--- src/rtl/ftc_pkg.sv ---
package ftc_pkg;
  localparam int FTC_CNT_W  = 16;
  localparam int FTC_NUM_CH = 4;

  // read/write map
  localparam int FTC_A_CFG  = 0;
  localparam int FTC_A_STAT = 1;
  localparam int FTC_A_CNT  = 2;
  localparam int FTC_A_CAP0 = 3;

  typedef enum logic [1:0] {
    EDGE_NONE = 2'b00,
    EDGE_RISE = 2'b01,
    EDGE_FALL = 2'b10,
    EDGE_BOTH = 2'b11
  } edge_sel_e;
endpackage

--- src/rtl/ftc_counter.sv ---
module ftc_counter #(
  parameter int CNT_W = 16
) (
  input  logic             clk,
  input  logic             rst_n,
  input  logic             run_en,
  input  logic             tick,
  output logic [CNT_W-1:0] count_o,
  output logic             wrap_hit_o,  // combinational: wrap on this edge
  output logic             wrap_irq_o   // registered pulse
);
  localparam logic [CNT_W-1:0] TOP = {CNT_W{1'b1}};

  logic [CNT_W-1:0] cnt_q;

  assign wrap_hit_o = run_en && tick && (cnt_q == TOP);

  always_ff @(posedge clk or negedge rst_n) begin
    if (!rst_n) begin
      cnt_q      <= '0;
      wrap_irq_o <= 1'b0;
    end else begin
      wrap_irq_o <= wrap_hit_o;
      if (!run_en)   cnt_q <= '0;
      else if (tick) cnt_q <= cnt_q + 1'b1;
    end
  end

  assign count_o = cnt_q;
endmodule

--- src/rtl/ftc_cap_channel.sv ---
module ftc_cap_channel
  import ftc_pkg::*;
#(
  parameter int CNT_W       = 16,
  parameter int SYNC_STAGES = 2
) (
  input  logic             clk,
  input  logic             rst_n,
  input  logic             pin_i,
  input  edge_sel_e        sel_i,
  input  logic [CNT_W-1:0] count_i,
  output logic [CNT_W-1:0] cap_o,
  output logic             irq_o
);
  logic [SYNC_STAGES-1:0] sync_q;
  logic                   prev_q;
  logic                   level, rise, fall, hit;

  always_ff @(posedge clk or negedge rst_n) begin
    if (!rst_n) begin
      sync_q <= '0;
      prev_q <= 1'b0;
    end else begin
      sync_q <= {sync_q[SYNC_STAGES-2:0], pin_i};
      prev_q <= sync_q[SYNC_STAGES-1];
    end
  end

  assign level = sync_q[SYNC_STAGES-1];
  assign rise  = level & ~prev_q;
  assign fall  = ~level & prev_q;

  always_comb begin
    unique case (sel_i)
      EDGE_RISE: hit = rise;
      EDGE_FALL: hit = fall;
      EDGE_BOTH: hit = rise | fall;
      default:   hit = 1'b0;
    endcase
  end

  always_ff @(posedge clk or negedge rst_n) begin
    if (!rst_n) begin
      cap_o <= '0;
      irq_o <= 1'b0;
    end else begin
      irq_o <= hit;
      if (hit) cap_o <= count_i;
    end
  end
endmodule

--- src/rtl/ftc_regs.sv ---
module ftc_regs
  import ftc_pkg::*;
#(
  parameter int CNT_W  = 16,
  parameter int NUM_CH = 4,
  parameter int ADDR_W = 3,
  localparam int CFG_W = 2 * NUM_CH
) (
  input  logic                         clk,
  input  logic                         rst_n,
  input  logic                         wr_i,
  input  logic [ADDR_W-1:0]            addr_i,
  input  logic [CFG_W-1:0]             wdata_i,
  output logic [CNT_W-1:0]             rdata_o,
  input  logic                         wrap_hit_i,
  input  logic [CNT_W-1:0]             count_i,
  input  logic [NUM_CH-1:0][CNT_W-1:0] caps_i,
  output logic [CFG_W-1:0]             cfg_o,
  output logic                         flag_o
);
  logic clr_req;

  assign clr_req = wr_i && (int'(addr_i) == FTC_A_STAT) && !wdata_i[0];

  always_ff @(posedge clk or negedge rst_n) begin
    if (!rst_n) begin
      cfg_o  <= '0;
      flag_o <= 1'b0;
    end else begin
      if (wr_i && int'(addr_i) == FTC_A_CFG) cfg_o <= wdata_i;
      // a wrap in the same cycle beats the clear
      if (wrap_hit_i)   flag_o <= 1'b1;
      else if (clr_req) flag_o <= 1'b0;
    end
  end

  always_comb begin
    rdata_o = '0;
    if (int'(addr_i) == FTC_A_CFG)       rdata_o[CFG_W-1:0] = cfg_o;
    else if (int'(addr_i) == FTC_A_STAT) rdata_o[0] = flag_o;
    else if (int'(addr_i) == FTC_A_CNT)  rdata_o = count_i;
    for (int i = 0; i < NUM_CH; i++) begin
      if (int'(addr_i) == FTC_A_CAP0 + i) rdata_o = caps_i[i];
    end
  end
endmodule

--- src/rtl/ftc_capture_timer.sv ---
module ftc_capture_timer
  import ftc_pkg::*;
#(
  parameter int CNT_W       = FTC_CNT_W,
  parameter int NUM_CH      = FTC_NUM_CH,
  parameter int SYNC_STAGES = 2,
  localparam int CFG_W      = 2 * NUM_CH,
  localparam int ADDR_W     = $clog2(FTC_A_CAP0 + NUM_CH)
) (
  input  logic              clk,
  input  logic              rst_n,
  input  logic              tick,
  input  logic              run_en,
  input  logic [NUM_CH-1:0] cap_in,
  input  logic              reg_wr,
  input  logic [ADDR_W-1:0] reg_addr,
  input  logic [CFG_W-1:0]  reg_wdata,
  output logic [CNT_W-1:0]  reg_rdata,
  output logic [NUM_CH-1:0] cap_irq,
  output logic              ovf_irq,
  output logic              ovf_flag
);
  logic [CNT_W-1:0]             count_q;
  logic                         wrap_hit;
  logic [NUM_CH-1:0][CNT_W-1:0] cap_q;
  logic [CFG_W-1:0]             cfg_q;

  ftc_counter #(.CNT_W(CNT_W)) u_cnt (
    .clk        (clk),
    .rst_n      (rst_n),
    .run_en     (run_en),
    .tick       (tick),
    .count_o    (count_q),
    .wrap_hit_o (wrap_hit),
    .wrap_irq_o (ovf_irq)
  );

  for (genvar g = 0; g < NUM_CH; g++) begin : g_chan
    ftc_cap_channel #(.CNT_W(CNT_W), .SYNC_STAGES(SYNC_STAGES)) u_ch (
      .clk     (clk),
      .rst_n   (rst_n),
      .pin_i   (cap_in[g]),
      .sel_i   (edge_sel_e'(cfg_q[2*g +: 2])),
      .count_i (count_q),
      .cap_o   (cap_q[g]),
      .irq_o   (cap_irq[g])
    );
  end

  ftc_regs #(.CNT_W(CNT_W), .NUM_CH(NUM_CH), .ADDR_W(ADDR_W)) u_regs (
    .clk        (clk),
    .rst_n      (rst_n),
    .wr_i       (reg_wr),
    .addr_i     (reg_addr),
    .wdata_i    (reg_wdata),
    .rdata_o    (reg_rdata),
    .wrap_hit_i (wrap_hit),
    .count_i    (count_q),
    .caps_i     (cap_q),
    .cfg_o      (cfg_q),
    .flag_o     (ovf_flag)
  );
endmodule

--- config.mk ---
export PLATFORM = sky130hd
export DESIGN_NAME = ftc_capture_timer
export DESIGN_NICKNAME = d
export VERILOG_FILES = /design/src/rtl/ftc_pkg.sv /design/src/rtl/ftc_counter.sv /design/src/rtl/ftc_cap_channel.sv /design/src/rtl/ftc_regs.sv /design/src/rtl/ftc_capture_timer.sv
export SDC_FILE = /design/constraint.sdc
export NUM_CORES = 1
export LEC_CHECK = 0
export BUFFER_PORTS_ARGS = -buffer_cell sky130_fd_sc_hd__buf_2
export CORE_MARGIN = 1.5
export CORE_UTILIZATION = 63
export CTS_BUF_LIST = sky130_fd_sc_hd__clkbuf_4
export DETAILED_ROUTE_END_ITERATION = 6
export MAX_ROUTING_LAYER = met4
export PLACE_DENSITY = 0.86
export SLEW_MARGIN = 0
export SYNTH_ARGS = -nofsm -noshare
export SYNTH_HDL_FRONTEND = slang
export SYNTH_HIERARCHICAL = 1
export SYNTH_SLANG_ARGS = --single-unit
export TNS_END_PERCENT = 100
--- constraint.sdc ---
create_clock -name clk -period 1.9 [get_ports clk]
set_input_delay 0.095 -clock clk [delete_from_list [all_inputs] [get_ports clk]]
set_output_delay 0.095 -clock clk [all_outputs]
set_load 0.01 [all_outputs]
# [Word-level counts from Yosys, hierarchy flattened]
# Cells that the tools add are included.
[totals] ff_bits=106 out_inout_bits=22
[classes] add_sub_neg=1 n_eq_ne=20 muxes=17 bitwise_logic=20 n_reduce_logical=8
[op_table] cell="16-bit 2-to-1 mux" n=7
[op_table] cell="16-bit by 1-bit adder with 16-bit output (second input constant)" n=1
[op_table] cell="16-bit == test (second input constant)" n=1
[op_table] cell="2-bit == test (second input constant)" n=8
[op_table] cell="8-bit 2-to-1 mux" n=2
[op_table] cell="15-bit 2-to-1 mux" n=1
[op_table] cell="3-bit == test (second input constant)" n=4
[op_table] cell="1-bit one-hot mux with 3 select lines" n=4
[op_table] cell="1-bit bitwise AND" n=8
[op_table] cell="2-bit by 1-bit == test with 1-bit output (second input constant)" n=4
[op_table] cell="1-bit NOT" n=8
[op_table] cell="3-bit by 2-bit == test with 1-bit output (second input constant)" n=2
[op_table] cell="1-bit logical AND" n=5
[op_table] cell="1-bit OR" n=4
[op_table] cell="3-bit logical NOT" n=1
[op_table] cell="1-bit 2-to-1 mux" n=3
[op_table] cell="2-bit != test (second input constant)" n=1
[op_table] cell="2-bit nonzero test" n=1
[op_table] cell="1-bit logical NOT" n=1

# [Depth between registers and ports, before layout]
[logic_depth] word_depth=8 depth_mapped=7 depth_no_buf=5

# [Cells and area by module]
# Netlist, hierarchy kept.
[by_module_without_submodules] mod="ftc_cap_channel" instances=4 cells_per_inst=107 area_each_um2=1143.6
[by_module_without_submodules] mod="ftc_regs" instances=1 cells_per_inst=128 area_each_um2=1154.9
[by_module_without_submodules] mod="ftc_counter" instances=1 cells_per_inst=84 area_each_um2=847.1

# [Least setup slack after synthesis]
# No wires, ideal clock.
[synth_timing] kind="reg2reg" from="register g_chan[1].u_ch.sync_q[1]" to="register g_chan[1].u_ch.cap_o[0]" arrival_time_ps=1481 required_time_ps=1774 path_slack_ps=292 stages_incl_launch_ff=8 period_less_slack_ps=1608 cell_sequence="dfrtp_1 > inv_1 > ha_1 > nor2b_4 > o21a_1 > buf_6 > buf_6 > a221o_1"
[synth_between] elab_chain_len=4 word_cells_on_any_way=5 cone_classes="1 x mux; 4 x bitwise"
[synth_rtl] element="start, declared" line_no="ftc_cap_channel.sv:15" source="logic [SYNC_STAGES-1:0] sync_q;"
[synth_rtl] element="start signal, assigned" line_no="ftc_cap_channel.sv:24" source="sync_q <= {sync_q[SYNC_STAGES-2:0], pin_i};"
[synth_rtl] element="1-bit NOT" line_no="ftc_cap_channel.sv:31" source="assign fall = ~level & prev_q;"
[synth_rtl] element="1-bit bitwise AND" line_no="ftc_cap_channel.sv:31"
[synth_rtl] element="1-bit OR" line_no="ftc_cap_channel.sv:37" source="EDGE_BOTH: hit = rise | fall;"
[synth_rtl] element="1-bit one-hot mux with 3 select lines *" line_no="ftc_cap_channel.sv:34" source="unique case (sel_i)"
[synth_rtl] element="end signal, assigned" line_no="ftc_cap_channel.sv:48" source="if (hit) cap_o <= count_i;"
[synth_rtl] element="end, declared" line_no="ftc_cap_channel.sv:12" source="output logic [CNT_W-1:0] cap_o,"
# Every way passes the cells marked *; elsewhere a longest branch is shown, timed or not.
# A chain may end at the register's enable or synchronous reset.

# [Worst setup path after layout]
[layout_timing] from="input port reg_addr[2]" to="output port reg_rdata[11]"
[layout_between] elab_chain_len=8 word_cells_on_any_way=14 cone_classes="6 x eq/ne; 7 x mux; 1 x reduce/logical"
[layout_rtl] element="start, declared" line_no="ftc_capture_timer.sv:16" source="input logic [ADDR_W-1:0] reg_addr,"
[layout_rtl] element="3-bit == test" line_no="ftc_regs.sv:41" source="else if (int'(addr_i) == FTC_A_CNT) rdata_o = count_i;"
[layout_rtl] element="16-bit 2-to-1 mux" line_no="ftc_regs.sv:41"
[layout_rtl] element="15-bit 2-to-1 mux" line_no="ftc_regs.sv:40" source="else if (int'(addr_i) == FTC_A_STAT) rdata_o[0] = flag_o;"
[layout_rtl] element="8-bit 2-to-1 mux" line_no="ftc_regs.sv:39" source="if (int'(addr_i) == FTC_A_CFG) rdata_o[CFG_W-1:0] = cfg_o;"
[layout_rtl] element="16-bit 2-to-1 mux (3 in a row)" line_no="ftc_regs.sv:43" source="if (int'(addr_i) == FTC_A_CAP0 + i) rdata_o = caps_i[i];"
[layout_rtl] element="16-bit 2-to-1 mux *" line_no="ftc_regs.sv:43"
[layout_rtl] element="end, declared" line_no="ftc_capture_timer.sv:18" source="output logic [CNT_W-1:0] reg_rdata,"
# Marked as above.

==> qor.yml <==
clock_network:
  cts_sinks: 106
  cts.clk_slew.worst_paths_ns: 0.16
  tritoncts: "done"
  root_buffer: "sky130_fd_sc_hd__clkbuf_4"
  ctsHtreeMaxLevel: 3
  cts_max_path_buffers: 2
  cts-buffers-inserted: 9
  insertion_delay_ns: 0.50
synthesis:
  synthMuxAreaShare_pct: 5.346
  post_synthesis_net_count: 669
  synthMostInstantiatedCell: "sky130_fd_sc_hd__dfrtp_1"
  number_of_enable_type_register_cells_in_the_synthesized_netlist: 0
  synth_top_family_by_area: "compound AO/OA/AOI/OAI gates"
  synthSimpleGateAreaFrac_pct: 13.51
  synth.lib_cells_used.distinct: 47
  adder_cell_fraction_of_synth_area_pct: 1.712
  ys.warnings.count: 6
  synthesis.area_per_instance_um2: 10.28
  synth_ff_type: "sky130_fd_sc_hd__dfrtp_1"
  yosys-top-cells-area: "sky130_fd_sc_hd__dfrtp_1 (40%), sky130_fd_sc_hd__a21bo_2 (9.7%), sky130_fd_sc_hd__a221o_1 (9.7%)"
  sequential_to_total_area_share_from_yosys_stat_pct: 40.33
  synthesis.area_mm2: 0.006576
  async_reset_ff_share_pct: 100.0
  synth.top_cell.area_share_pct: 40.33
  synth-compound-area-share_pct: 30.80
  ys_ff_latch: 106
  post_synthesis_xor_xnor_area_fraction_pct: 1.199
  synth_top_area_cell: "sky130_fd_sc_hd__dfrtp_1"
  syn_inst: 640
  yosys-top-cells-count: "sky130_fd_sc_hd__dfrtp_1 (106), sky130_fd_sc_hd__a21oi_1 (77), sky130_fd_sc_hd__nand3_1 (71)"
power:
  p_per_cell_area_mw_per_mm2: 688.8
  static-leakage-power_uw: 0.003451
  vdd_ir_drop_max_v: 0.0004833
  internal_power_uw: 3543
  sequential_share_of_power_pct: 47.1
  p_switching_uw: 1832
  share_of_power_burned_in_the_clock_network_pct: 21.2
  p_comb_share_pct: 31.7
  power.share.switching_pct: 34.08
die:
  dieArea_mm2: 0.01106
  initial_core_util_pct: 64.28
  row_count: 37
  design.core.area_mm2: 0.01023
  horiz_die_dim_um: 105.2
  dieHeight_um: 105.2
  boundaryPins: 42
setup_path:
  setup.worst_path.end_class: "primary output"
  timing.critical_path.fanout_max: 16
  critical_path_class: "input pin to primary output"
  critPathArrivalTime_ns: 1.78
  startpoint_kind_of_the_worst_setup_timing_path: "input pin"
  worst_ep_required_time_ns: 1.80
routing:
  post_drt_wl_per_cell_um: 22.63
  drc_errors: 0
  detail_route.vias_per_cell: 7.057
  postRouteAntennaNets: 0
  number_of_drc_markers_after_the_initial_detailed_route_iteration: 829
  drtPass1Iterations: 6
  drt-total-wl_mm: 19.62
  vias: 6118
final_layout:
  layout_cell_share_with_drive_strength_beyond_1_pct: 38.03
  multi_input_comb_area_mm2: 0.003598
  stdcell_area_mm2: 0.007802
  final-seq-area_mm2: 0.002668
  num_antenna_cells: 0
  num-fill-cells: 674
  num-nets-final: 755
  synthToLayoutAreaGrowth_pct: 18.65
placed_design:
  place_area_mm2: 0.006850
  hpwlAfterDp_mm: 11.75
  io_buffer_count: 41
  worst_setup_slack_post_dpl_ns: -0.1445
  gp_congestion: 0.9466
sta:
  rsz0062_at_grt: "true"
  tns_ns: 0
  timing.final.ws_setup_ns: 0.02857
  slew_headroom_pct: 48.17
  final.min_clock_period_ns: 1.871
  fin_crit_sh_pct: 98.50
  achievable-frequency_mhz: 534.4
  finalMaxSlewViolations: 0
  worstMarginPinSlew_ns: 0.7775
  hold_violations: 0
  finClkSkew_ns: 0.02136
  final-setup-viol-count: 0
global_route:
  vias_in_the_first_global_route: 5604
  globalRouteTotalUtil_pct: 35.22
  grt_start_max_net_pins: 44
  grt_residual_overflow: 0
  global_route_wire_length_before_repair_mm: 29.15
  antenna_violations_before_repair: 0
job:
  max-cap-violations: 0
status:
  outcome: "completed"
worst_hold_path:
  hold_path.class: "input pin to async pin"
## routing by layer
layer | up-vias | track usage, % | wire length [um]
met5 | - | - | 0
met4 | 0 | 13.11 | 694
met3 | 65 | 9.482 | 2069
met2 | 418 | 52.38 | 9322
met1 | 3022 | 46.31 | 7532
li1 | 2613 | - | -
## state kept, by name, summed over array words and instances (netlist names)
| register | flops |
|---|---|
| g_chan.u_ch/prev_q | 4 |
| u_regs/cfg_o | 8 |
| g_chan.u_ch/sync_q | 8 |
| u_regs/flag_o | 1 |
| u_cnt/wrap_irq_o | 1 |
| u_cnt/count_o | 16 |
| g_chan.u_ch/irq_o | 4 |
| g_chan.u_ch/cap_o | 64 |
## power groups by stage
| stage | logic [uW] | clock network, uW | registers [uW] |
|---|---|---|---|
| 3_3_place_gp | 1180 | 0 | 2560 |
| 5_1_grt | 1790 | 1230 | 2550 |
| 3_5_place_dp | 1220 | 0 | 2570 |
| 4_1_cts | 1440 | 1150 | 2530 |
| 2_1_floorplan | 990 | 0 | 2520 |
| 6_report | 1700 | 1140 | 2530 |
## repair_timing
action,CTS,global route
endpoints found under the setup margin,79,65
cloned,1,2
pin swaps,1,6
buffers inserted,13,35
hold endpoints to repair,124,0
hold buffers,15,0
resized for setup,37,24
## through the flow
stage / utilization [%] / std cells / hold slack, ns / power, uW
floorplan: - / 640 / -0.2006 / 3514
global placement: 66.96 / 786 / 0.07830 / 3738
detailed placement: 66.96 / 786 / 0.07759 / 3793
CTS: 72.29 / 831 / 0.05975 / 5122
global route: 76.26 / 867 / 0.06252 / 5573
finish: 76.26 / 867 / 0.08903 / 5375
## path summary, 6_finish.rpt
path	start	to	slack, ns	cells past startpoint
hold reg to reg	g_chan[1].u_ch/sync_q[0]	g_chan[1].u_ch/sync_q[1]	0.37	0
hold / removal	rst_n	g_chan[3].u_ch/cap_o[2]	0.09	2
setup reg to reg	g_chan[2].u_ch/sync_q[1]	g_chan[2].u_ch/cap_o[12]	0.08	5
max in group asynchronous	rst_n	u_cnt/count_o[10]	1.18	3
setup / recovery	reg_addr[2]	reg_rdata[11]	0.03	5
min in group clk	reg_wr	u_regs/flag_o	0.14	4
## cell families after synthesis
group                    Yosys count
adder cells (fa/ha/maj)            9
AO/OA/AOI/OAI                    253
multiplexers                      33
AND/OR/NAND/NOR                  149
XOR/XNOR                           9
flip-flops                       106
buffers and inverters             81
## cells in the final DEF, fill, tap and decap left out, drive strengths merged, types with 4 or more instances in the layout
cell / synthesis / final
a21bo: 64 / 64
a21oi: 77 / 77
a221o: 64 / 64
a221oi: 8 / 8
a22oi: 8 / 8
a31oi: 7 / 7
a32oi: 7 / 7
buf: 39 / 128
clkbuf: 32 / 11
clkinv: 0 / 6
dfrtp: 106 / 106
dlygate4sd3: 0 / 15
ha: 9 / 9
inv: 10 / 10
mux2: 17 / 17
mux2i: 16 / 16
nand2: 14 / 14
nand3: 71 / 71
nand4: 6 / 6
nor2: 10 / 10
nor2b: 11 / 11
nor3b: 5 / 5
o21a: 4 / 4
o21ai: 6 / 6
o21bai: 4 / 4
or2: 14 / 14
or3: 5 / 5
xor2: 7 / 7
## area by class of cell
| class | instances | share of cell area, % |
|---|---|---|
| multi-input cells | 453 | 46.12 |
| repair buffers | 146 | 15.39 |
| well taps | 136 | 2.181 |
| flip-flops and latches | 106 | 34.19 |
| clock buffers | 9 | 0.8659 |
| inverters | 10 | 0.4811 |
| clock inverters | 7 | 0.7697 |
## worst max-delay path: stages
cell and delay (ns):
sky130_fd_sc_hd__buf_2 0.29, sky130_fd_sc_hd__and2b_1 0.69, sky130_fd_sc_hd__a22oi_1 0.28, sky130_fd_sc_hd__a21oi_1 0.24, sky130_fd_sc_hd__buf_2 0.17
Note: power is estimated with default switching activity, not from simulation.
